`src/rtl/rsq_pkg.sv`:
```
package rsq_pkg;

    // Floating-point format and derived constants
    localparam int FP_W       = 32;
    localparam int EXP_W      = 8;
    localparam int MAN_W      = 23;
    localparam int EXP_BIAS   = (1 << (EXP_W - 1)) - 1;
    localparam int EXP_OFFSET = 3 * EXP_BIAS - 1;
    localparam int WEXP_W     = EXP_W + 2;

    // Core search geometry
    localparam int SCALE_W      = 9;
    localparam int CORE_W       = SCALE_W + 1;
    localparam int B_W          = SCALE_W + 2;
    localparam int SEARCH_START = 1 << SCALE_W;
    localparam int BOUND_LOG2   = 28;
    localparam int PROD_W       = 32;
    localparam int EST_OUT_W    = 8;
    localparam int PAD_W        = MAN_W - EST_OUT_W;

    localparam logic [FP_W-1:0] DEFAULT_NAN = 32'h7FC0_0000;

    typedef enum logic [1:0] {
        ST_IDLE,
        ST_NORM,
        ST_LAUNCH,
        ST_WAIT
    } ctl_state_t;

    typedef struct packed {
        logic            special;
        logic [FP_W-1:0] value;
        logic            invalid;
        logic            divzero;
    } special_t;

    // Widen a scaled value (128..511) into the core search operand
    function automatic logic [CORE_W-1:0] widen_core(input logic [SCALE_W-1:0] s);
        if (s[SCALE_W-1] == 1'b0)
            return CORE_W'({s[SCALE_W-2:0], 1'b1});
        else
            return {s[SCALE_W-1:1], 2'b10};
    endfunction

    // Assemble the finite positive result
    function automatic logic [FP_W-1:0] pack_result(input logic [EXP_W-1:0] e,
                                                    input logic [EST_OUT_W-1:0] m);
        return {1'b0, e, m, {PAD_W{1'b0}}};
    endfunction

endpackage

```
`src/rtl/rsq_classify.sv`:
```
module rsq_classify
    import rsq_pkg::*;
(
    input  logic [FP_W-1:0] operand,
    input  logic            ftz_en,
    input  logic            dnan_en,
    output special_t        info
);
    logic             sgn;
    logic [EXP_W-1:0] ex;
    logic [MAN_W-1:0] man;
    logic             exp_max;
    logic             exp_min;

    assign sgn     = operand[FP_W-1];
    assign ex      = operand[FP_W-2:MAN_W];
    assign man     = operand[MAN_W-1:0];
    assign exp_max = (ex == {EXP_W{1'b1}});
    assign exp_min = (ex == '0);

    always_comb begin
        info = '0;
        if (exp_max && man != '0) begin
            info.special = 1'b1;
            info.invalid = ~man[MAN_W-1];
            info.value   = dnan_en ? DEFAULT_NAN
                                   : {operand[FP_W-1:MAN_W], 1'b1, man[MAN_W-2:0]};
        end else if (exp_min && (man == '0 || ftz_en)) begin
            info.special = 1'b1;
            info.divzero = 1'b1;
            info.value   = {sgn, {EXP_W{1'b1}}, {MAN_W{1'b0}}};
        end else if (sgn) begin
            info.special = 1'b1;
            info.invalid = 1'b1;
            info.value   = DEFAULT_NAN;
        end else if (exp_max) begin
            info.special = 1'b1;
            info.value   = '0;
        end
    end
endmodule

```
`src/rtl/rsq_search.sv`:
```
module rsq_search
    import rsq_pkg::*;
#(
    parameter int ITER_LIMIT = 512
)(
    input  logic                 clk,
    input  logic                 rst,
    input  logic                 go,
    input  logic [SCALE_W-1:0]   scaled,
    output logic                 done,
    output logic [EST_OUT_W-1:0] est_lo
);
    localparam int CNT_W = $clog2(ITER_LIMIT + 1);
    localparam logic [PROD_W-1:0] BOUND = PROD_W'(1) << BOUND_LOG2;

    logic              run_q;
    logic [CORE_W-1:0] a_q;
    logic [B_W-1:0]    b_q;
    logic [CNT_W-1:0]  cnt_q;
    logic [B_W-1:0]    bp1;
    logic [PROD_W-1:0] prod;
    logic              below;

    assign bp1   = b_q + B_W'(1);
    assign prod  = PROD_W'(a_q) * PROD_W'(bp1) * PROD_W'(bp1);
    assign below = (prod < BOUND);

    always_ff @(posedge clk) begin
        if (rst) begin
            run_q  <= 1'b0;
            a_q    <= '0;
            b_q    <= '0;
            cnt_q  <= '0;
            done   <= 1'b0;
            est_lo <= '0;
        end else begin
            done <= 1'b0;
            if (go) begin
                a_q   <= widen_core(scaled);
                b_q   <= B_W'(SEARCH_START);
                cnt_q <= '0;
                run_q <= 1'b1;
            end else if (run_q) begin
                if (below && cnt_q < CNT_W'(ITER_LIMIT)) begin
                    b_q   <= b_q + B_W'(1);
                    cnt_q <= cnt_q + CNT_W'(1);
                end else begin
                    run_q  <= 1'b0;
                    done   <= 1'b1;
                    est_lo <= bp1[EST_OUT_W:1];
                end
            end
        end
    end

    AST_CORE_RANGE: assert property (@(posedge clk) disable iff (rst)
        run_q |-> (a_q >= CORE_W'(257) && a_q <= CORE_W'(1022)));
    AST_EST_RANGE: assert property (@(posedge clk) disable iff (rst)
        run_q |-> (b_q >= B_W'(SEARCH_START) && b_q <= B_W'(2 * SEARCH_START - 2)));
    AST_ITER_BOUND: assert property (@(posedge clk) disable iff (rst)
        run_q |-> (cnt_q <= CNT_W'(ITER_LIMIT)));
    AST_DONE_ENDS_RUN: assert property (@(posedge clk) disable iff (rst)
        done |-> !run_q);
endmodule

```
`src/rtl/rsq_est.sv`:
```
module rsq_est
    import rsq_pkg::*;
#(
    parameter int ITER_LIMIT = 512
)(
    input  logic            clk,
    input  logic            rst,
    input  logic            start,
    input  logic [31:0]     operand,
    input  logic            ftz_en,
    input  logic            dnan_en,
    output logic            busy,
    output logic            done,
    output logic [31:0]     result,
    output logic            flag_invalid,
    output logic            flag_divzero
);
    ctl_state_t                state_q;
    logic signed [WEXP_W-1:0]  wexp_q;
    logic [MAN_W-1:0]          wfrac_q;
    logic [FP_W-1:0]           result_q;
    logic                      inv_q;
    logic                      dz_q;
    logic                      done_q;

    special_t                  cls;
    logic [SCALE_W-1:0]        scaled;
    logic                      launch;
    logic                      srch_done;
    logic [EST_OUT_W-1:0]      est_lo;
    logic [EXP_W-1:0]          exp_out;

    rsq_classify u_cls (
        .operand (operand),
        .ftz_en  (ftz_en),
        .dnan_en (dnan_en),
        .info    (cls)
    );

    // Parity of the working exponent picks the scaling form
    assign scaled = wexp_q[0] ? {2'b01, wfrac_q[MAN_W-1:MAN_W-7]}
                              : {1'b1,  wfrac_q[MAN_W-1:MAN_W-8]};
    assign launch = (state_q == ST_LAUNCH);
    assign exp_out = EXP_W'((EXP_OFFSET - int'(wexp_q)) >>> 1);

    rsq_search #(.ITER_LIMIT(ITER_LIMIT)) u_search (
        .clk    (clk),
        .rst    (rst),
        .go     (launch),
        .scaled (scaled),
        .done   (srch_done),
        .est_lo (est_lo)
    );

    always_ff @(posedge clk) begin
        if (rst) begin
            state_q  <= ST_IDLE;
            wexp_q   <= '0;
            wfrac_q  <= '0;
            result_q <= '0;
            inv_q    <= 1'b0;
            dz_q     <= 1'b0;
            done_q   <= 1'b0;
        end else begin
            done_q <= 1'b0;
            unique case (state_q)
                ST_IDLE: begin
                    if (start) begin
                        if (cls.special) begin
                            result_q <= cls.value;
                            inv_q    <= cls.invalid;
                            dz_q     <= cls.divzero;
                            done_q   <= 1'b1;
                        end else begin
                            wexp_q  <= $signed({2'b00, operand[FP_W-2:MAN_W]});
                            wfrac_q <= operand[MAN_W-1:0];
                            state_q <= (operand[FP_W-2:MAN_W] == '0) ? ST_NORM : ST_LAUNCH;
                        end
                    end
                end
                ST_NORM: begin
                    wfrac_q <= {wfrac_q[MAN_W-2:0], 1'b0};
                    if (wfrac_q[MAN_W-1])
                        state_q <= ST_LAUNCH;
                    else
                        wexp_q <= wexp_q - WEXP_W'(1);
                end
                ST_LAUNCH: begin
                    state_q <= ST_WAIT;
                end
                ST_WAIT: begin
                    if (srch_done) begin
                        result_q <= pack_result(exp_out, est_lo);
                        inv_q    <= 1'b0;
                        dz_q     <= 1'b0;
                        done_q   <= 1'b1;
                        state_q  <= ST_IDLE;
                    end
                end
                default: state_q <= ST_IDLE;
            endcase
        end
    end

    assign busy         = (state_q != ST_IDLE);
    assign done         = done_q;
    assign result       = result_q;
    assign flag_invalid = inv_q;
    assign flag_divzero = dz_q;

    AST_DONE_PULSE: assert property (@(posedge clk) disable iff (rst)
        done_q |=> !done_q);
    AST_HOLD_WORK: assert property (@(posedge clk) disable iff (rst)
        (state_q == ST_WAIT && start) |=> ($stable(wexp_q) && $stable(wfrac_q)));
    AST_NORM_STEP: assert property (@(posedge clk) disable iff (rst)
        (state_q == ST_NORM && !wfrac_q[MAN_W-1]) |=> (wexp_q == $past(wexp_q) - 1));
    AST_DZ_INF: assert property (@(posedge clk) disable iff (rst)
        (done_q && dz_q) |-> (result_q[FP_W-2:0] == {{EXP_W{1'b1}}, {MAN_W{1'b0}}} && !inv_q));
    AST_INV_NAN: assert property (@(posedge clk) disable iff (rst)
        (done_q && inv_q) |-> (result_q[FP_W-2:MAN_W-1] == {(EXP_W+1){1'b1}}));
    AST_SEARCH_POSITIVE: assert property (@(posedge clk) disable iff (rst)
        (srch_done && state_q == ST_WAIT) |=> (done_q && !result_q[FP_W-1]));
endmodule

```
`config.mk`:
```
export PLATFORM = sky130hd
export DESIGN_NAME = rsq_est
export DESIGN_NICKNAME = d
export VERILOG_FILES = /design/src/rtl/rsq_pkg.sv /design/src/rtl/rsq_classify.sv /design/src/rtl/rsq_search.sv /design/src/rtl/rsq_est.sv
export SDC_FILE = /design/constraint.sdc
export NUM_CORES = 1
export LEC_CHECK = 0
export ABC_CLOCK_PERIOD_IN_PS = 26100
export BUFFER_PORTS_ARGS = -buffer_cell sky130_fd_sc_hd__buf_2
export CAP_MARGIN = 5
export CELL_PAD_IN_SITES_DETAIL_PLACEMENT = 1
export CELL_PAD_IN_SITES_GLOBAL_PLACEMENT = 1
export CORE_MARGIN = 5
export CORE_UTILIZATION = 38
export CTS_CLUSTER_DIAMETER = 40
export DETAILED_ROUTE_END_ITERATION = 8
export PLACE_DENSITY = 0.65
export SYNTH_ARGS = -nofsm -noshare
export SYNTH_HDL_FRONTEND = slang
export SYNTH_SLANG_ARGS = --single-unit
```
`constraint.sdc`:
```
create_clock -name clk -period 26.1 [get_ports clk]
set_input_delay 5.22 -clock clk [delete_from_list [all_inputs] [get_ports clk]]
set_output_delay 5.22 -clock clk [all_outputs]
set_load 0.05 [all_outputs]
```
==> reports/qor.txt <==
initial detailed-routing violation count: 459
fraction of the mapped netlist area in adder cells: 0.4212
Worst Path Arrival: 14.00 ns
total of flip-flops plus latches after synthesis: 110
worst hold path class: reg -> reg
dominant combinational cell family by area after synthesis: adder cells
xor/xnor cell area share of the yosys netlist: 0.02992
portion of netlist area occupied by mux cells: 0.03140
Total GRT Usage: 0.2033
antenna-violating nets left: 0
register-to-register setup slack: 12.39 ns
Post-synth EDFFs: 0
CP Max Fanout: 33
standard cell core area: 39,640 µm²
average wire length per cell after detail routing: 18.59 µm
normalized max-slew margin: 0.2264
count of buffering cells on the critical path with inverters included: 8
sw frac: 0.4960
Post-CTS Hold Buffers: 0
dominant cell type by count on the critical path: fa_1
outcome: complete, no violations
utilization after layout: 0.4144
sum of negative setup slack: 0 ns
fmax: 72.95 MHz
Power Dens Cells: 49.37 nW/µm²
Chip Width: 210.1 µm
final setup vio count: 0
cells after synthesis: 1,768
Worst Path Class, Setup: reg -> reg
maximum number of buffers from clock root to sink: 2
crit-path leading delay family: adder cells
area fraction in and, or, nand and nor cells after synthesis: 0.1935
Critical Path Start Type: flop
pin count of the biggest net entering global routing: 100
Worst Clk Skew: 0.01685 ns
vias per cell: 5.209
number of levels in the clock H-tree: 3
sw power: 0.4023 mW
clock slew at the register clock pins of the worst setup and hold paths: 0.08 ns
Critical Path Max Stage Delay: 0.90 ns
clock share of power: 0.167
DR DRC count: 0
TritonCTS clock tree: done
unrepaired setup endpoints after global routing: false
async set or reset register ratio after synthesis: 0
die footprint: 44,160 µm²
Leakage Power: 7.803 nW
number of clock buffers inserted by TritonCTS: 9
cell internal power dissipation: 0.4088 mW
endpoints failing hold: 0
# Post-CTS Setup Buffers: 0
time the final worst path needs with I/O delays and setup: 13.71 ns
GPL Wtd Cong: 0.8032
Skew-Pair Late Insertion Delay: 0.36 ns
ratio of cells with drive above 1 in the final layout: 0.07774
Vias: 12,060
Final HPWL DP: 33,710 µm
top-level I/O count: 73
I/O Buffers: 72
number of filler cells placed in the layout: 4,732
Syn Std Cell Area: 15,220 µm²
yosys warns: 0
detailed-routing iteration count for the pre-antenna-repair pass: 4
complex-gate fraction of the synthesized area: 0.09075
sequential share of the synthesized area: 0.1447
via count of the first global-routing pass: 13,690
final worst path period share: 0.5252
Final Slew Violations: 0
number of maximum-capacitance constraint violations: 0
net count reported at finish: 2,190
CTS root buf: clkbuf_16
total length of routed wires: 43,060 µm
element type at the critical path end: flop
Cell Rows: 73
post-synth cell types: 62
synthesized net count: 2,174
number of antenna violations at the first check in global routing: 3
synthesis-to-layout area growth: 7.933%
Starting Density: 0.3840
worst-path cell with the longest stage delay: a21oi_1
TritonCTS sink count: 110
Mean Syn Cell Area: 8.609 µm²
GRT overflow: 0
Die Ht: 210.1 µm
Main synth FF type: dfxtp_1
CP Data Required Time: 26.39 ns
slew at the pin closest to its max-slew limit: 1.160 ns
Reg power frac: 0.311
global-route wire length before repair: 72,660 µm
number of gates given a new drive strength after cts: 0
maximum resistive drop on vdd: 33.95 µV
combinational share of power: 0.522
worst register-to-register path: cells and delay by family (launching register included):
kind,cells,cell delay (ns)
DFF,1,0.38
and+or+nand+nor,11,3.12
AOI/OAI and AO/OA,8,2.65
xor gates and xnor gates,1,0.16
adders and majority gates,13,6.16
buffers and inverters,8,1.22
synth_stat cells (24+ instances only):
cell	number	area, µm²
a21oi_1	61	305.3
xnor2_1	28	245.2
mux2i_1	41	410.4
nand3_1	34	170.2
nand2b_1	31	193.9
clkbuf_1	81	304.0
inv_1	265	994.7
nand2_1	176	660.6
nor3_1	31	155.2
and2_1	72	450.4
dfxtp_1	110	2202
ha_1	130	1627
nor2_1	194	728.2
xor2_1	24	210.2
a211oi_1	44	330.3
o21ai_0	28	140.1
fa_1	239	4785
area by class of cell:
type | count | area [µm²] | share of cell area
Multi-Input combinational cell | 1300 | 11720 | 0.7136
Clock inverter | 6 | 63.81 | 0.003884
Timing Repair Buffer | 97 | 550.5 | 0.03351
Clock buffer | 9 | 225.2 | 0.01371
Tap cell | 525 | 656.9 | 0.03998
Antenna cell | 3 | 7.507 | 0.0004570
Sequential cell | 110 | 2202 | 0.1340
Inverter | 266 | 998.5 | 0.06078
state kept, by name, summed over array words and instances, names as in the netlist:
| name | count |
|---|---|
| u_search.run_q | 1 |
| u_search.cnt_q | 10 |
| u_search.est_lo | 8 |
| u_search.a_q | 10 |
| wexp_q | 9 |
| flag_divzero | 1 |
| flag_invalid | 1 |
| u_search.b_q | 11 |
| done | 1 |
| wfrac_q | 23 |
| result | 32 |
| state_q | 2 |
| u_search.done | 1 |
stage by stage:
step	instances	setup slack, ns	power (mW)	hold WS (ns)	area (µm²)
after CTS	2313	12.41	0.8214	0.4599	16420
after global routing	2315	11.59	0.8796	0.4793	16430
after detailed placement	2298	12.43	0.6803	0.4492	16130
final	2316	12.39	0.8111	0.4565	16430
after floorplan	1768	14.43	0.5445	0.4491	15220
after global placement	2298	12.86	0.6695	0.4368	16130
layer usage:
layer  global-route usage  wire (µm)  vias to the layer above
met5                    0          0                        -
met4              0.03510        588                        0
met3              0.01682        957                       39
met2               0.3651      21720                      132
met1               0.2728      19790                     6220
li1                     -          -                     5672
worst paths after layout:
kind / startpoint / end / cells past startpoint
max: u_search.b_q[0] / u_search.cnt_q[7] / 41
min: result[5] / result[5] / 2
max reg2reg: u_search.b_q[0] / u_search.cnt_q[7] / 41
min reg2reg: result[5] / result[5] / 2
power by group through the flow:
stage | clock network (mW) | logic, mW | registers (mW)
finish | 0.136 | 0.423 | 0.252
global route | 0.148 | 0.473 | 0.259
CTS | 0.142 | 0.427 | 0.252
detailed placement | 0 | 0.424 | 0.256
global placement | 0 | 0.415 | 0.255
floorplan | 0 | 0.290 | 0.255
placed cells by master, fill, tap and decap left out, types with 41 or more instances in the layout:
cell	n
a211oi_1	44
a21oi_1	60
and2_1	72
buf_2	71
dfxtp_1	110
fa_1	239
ha_1	129
inv_1	265
mux2i_1	41
nand2_1	176
nor2_1	194
kinds of logic (layout without fill, tap and decap cells):
kind of cell    after synthesis  after routing
flops                       110            110
buf+inv                     358            378
other cells                   0              3
xor+xnor                     52             52
mux                          47             47
fa+ha+maj                   369            369
compound gates              206            206
simple gates                626            626
Power figures use the tool's default switching activity.
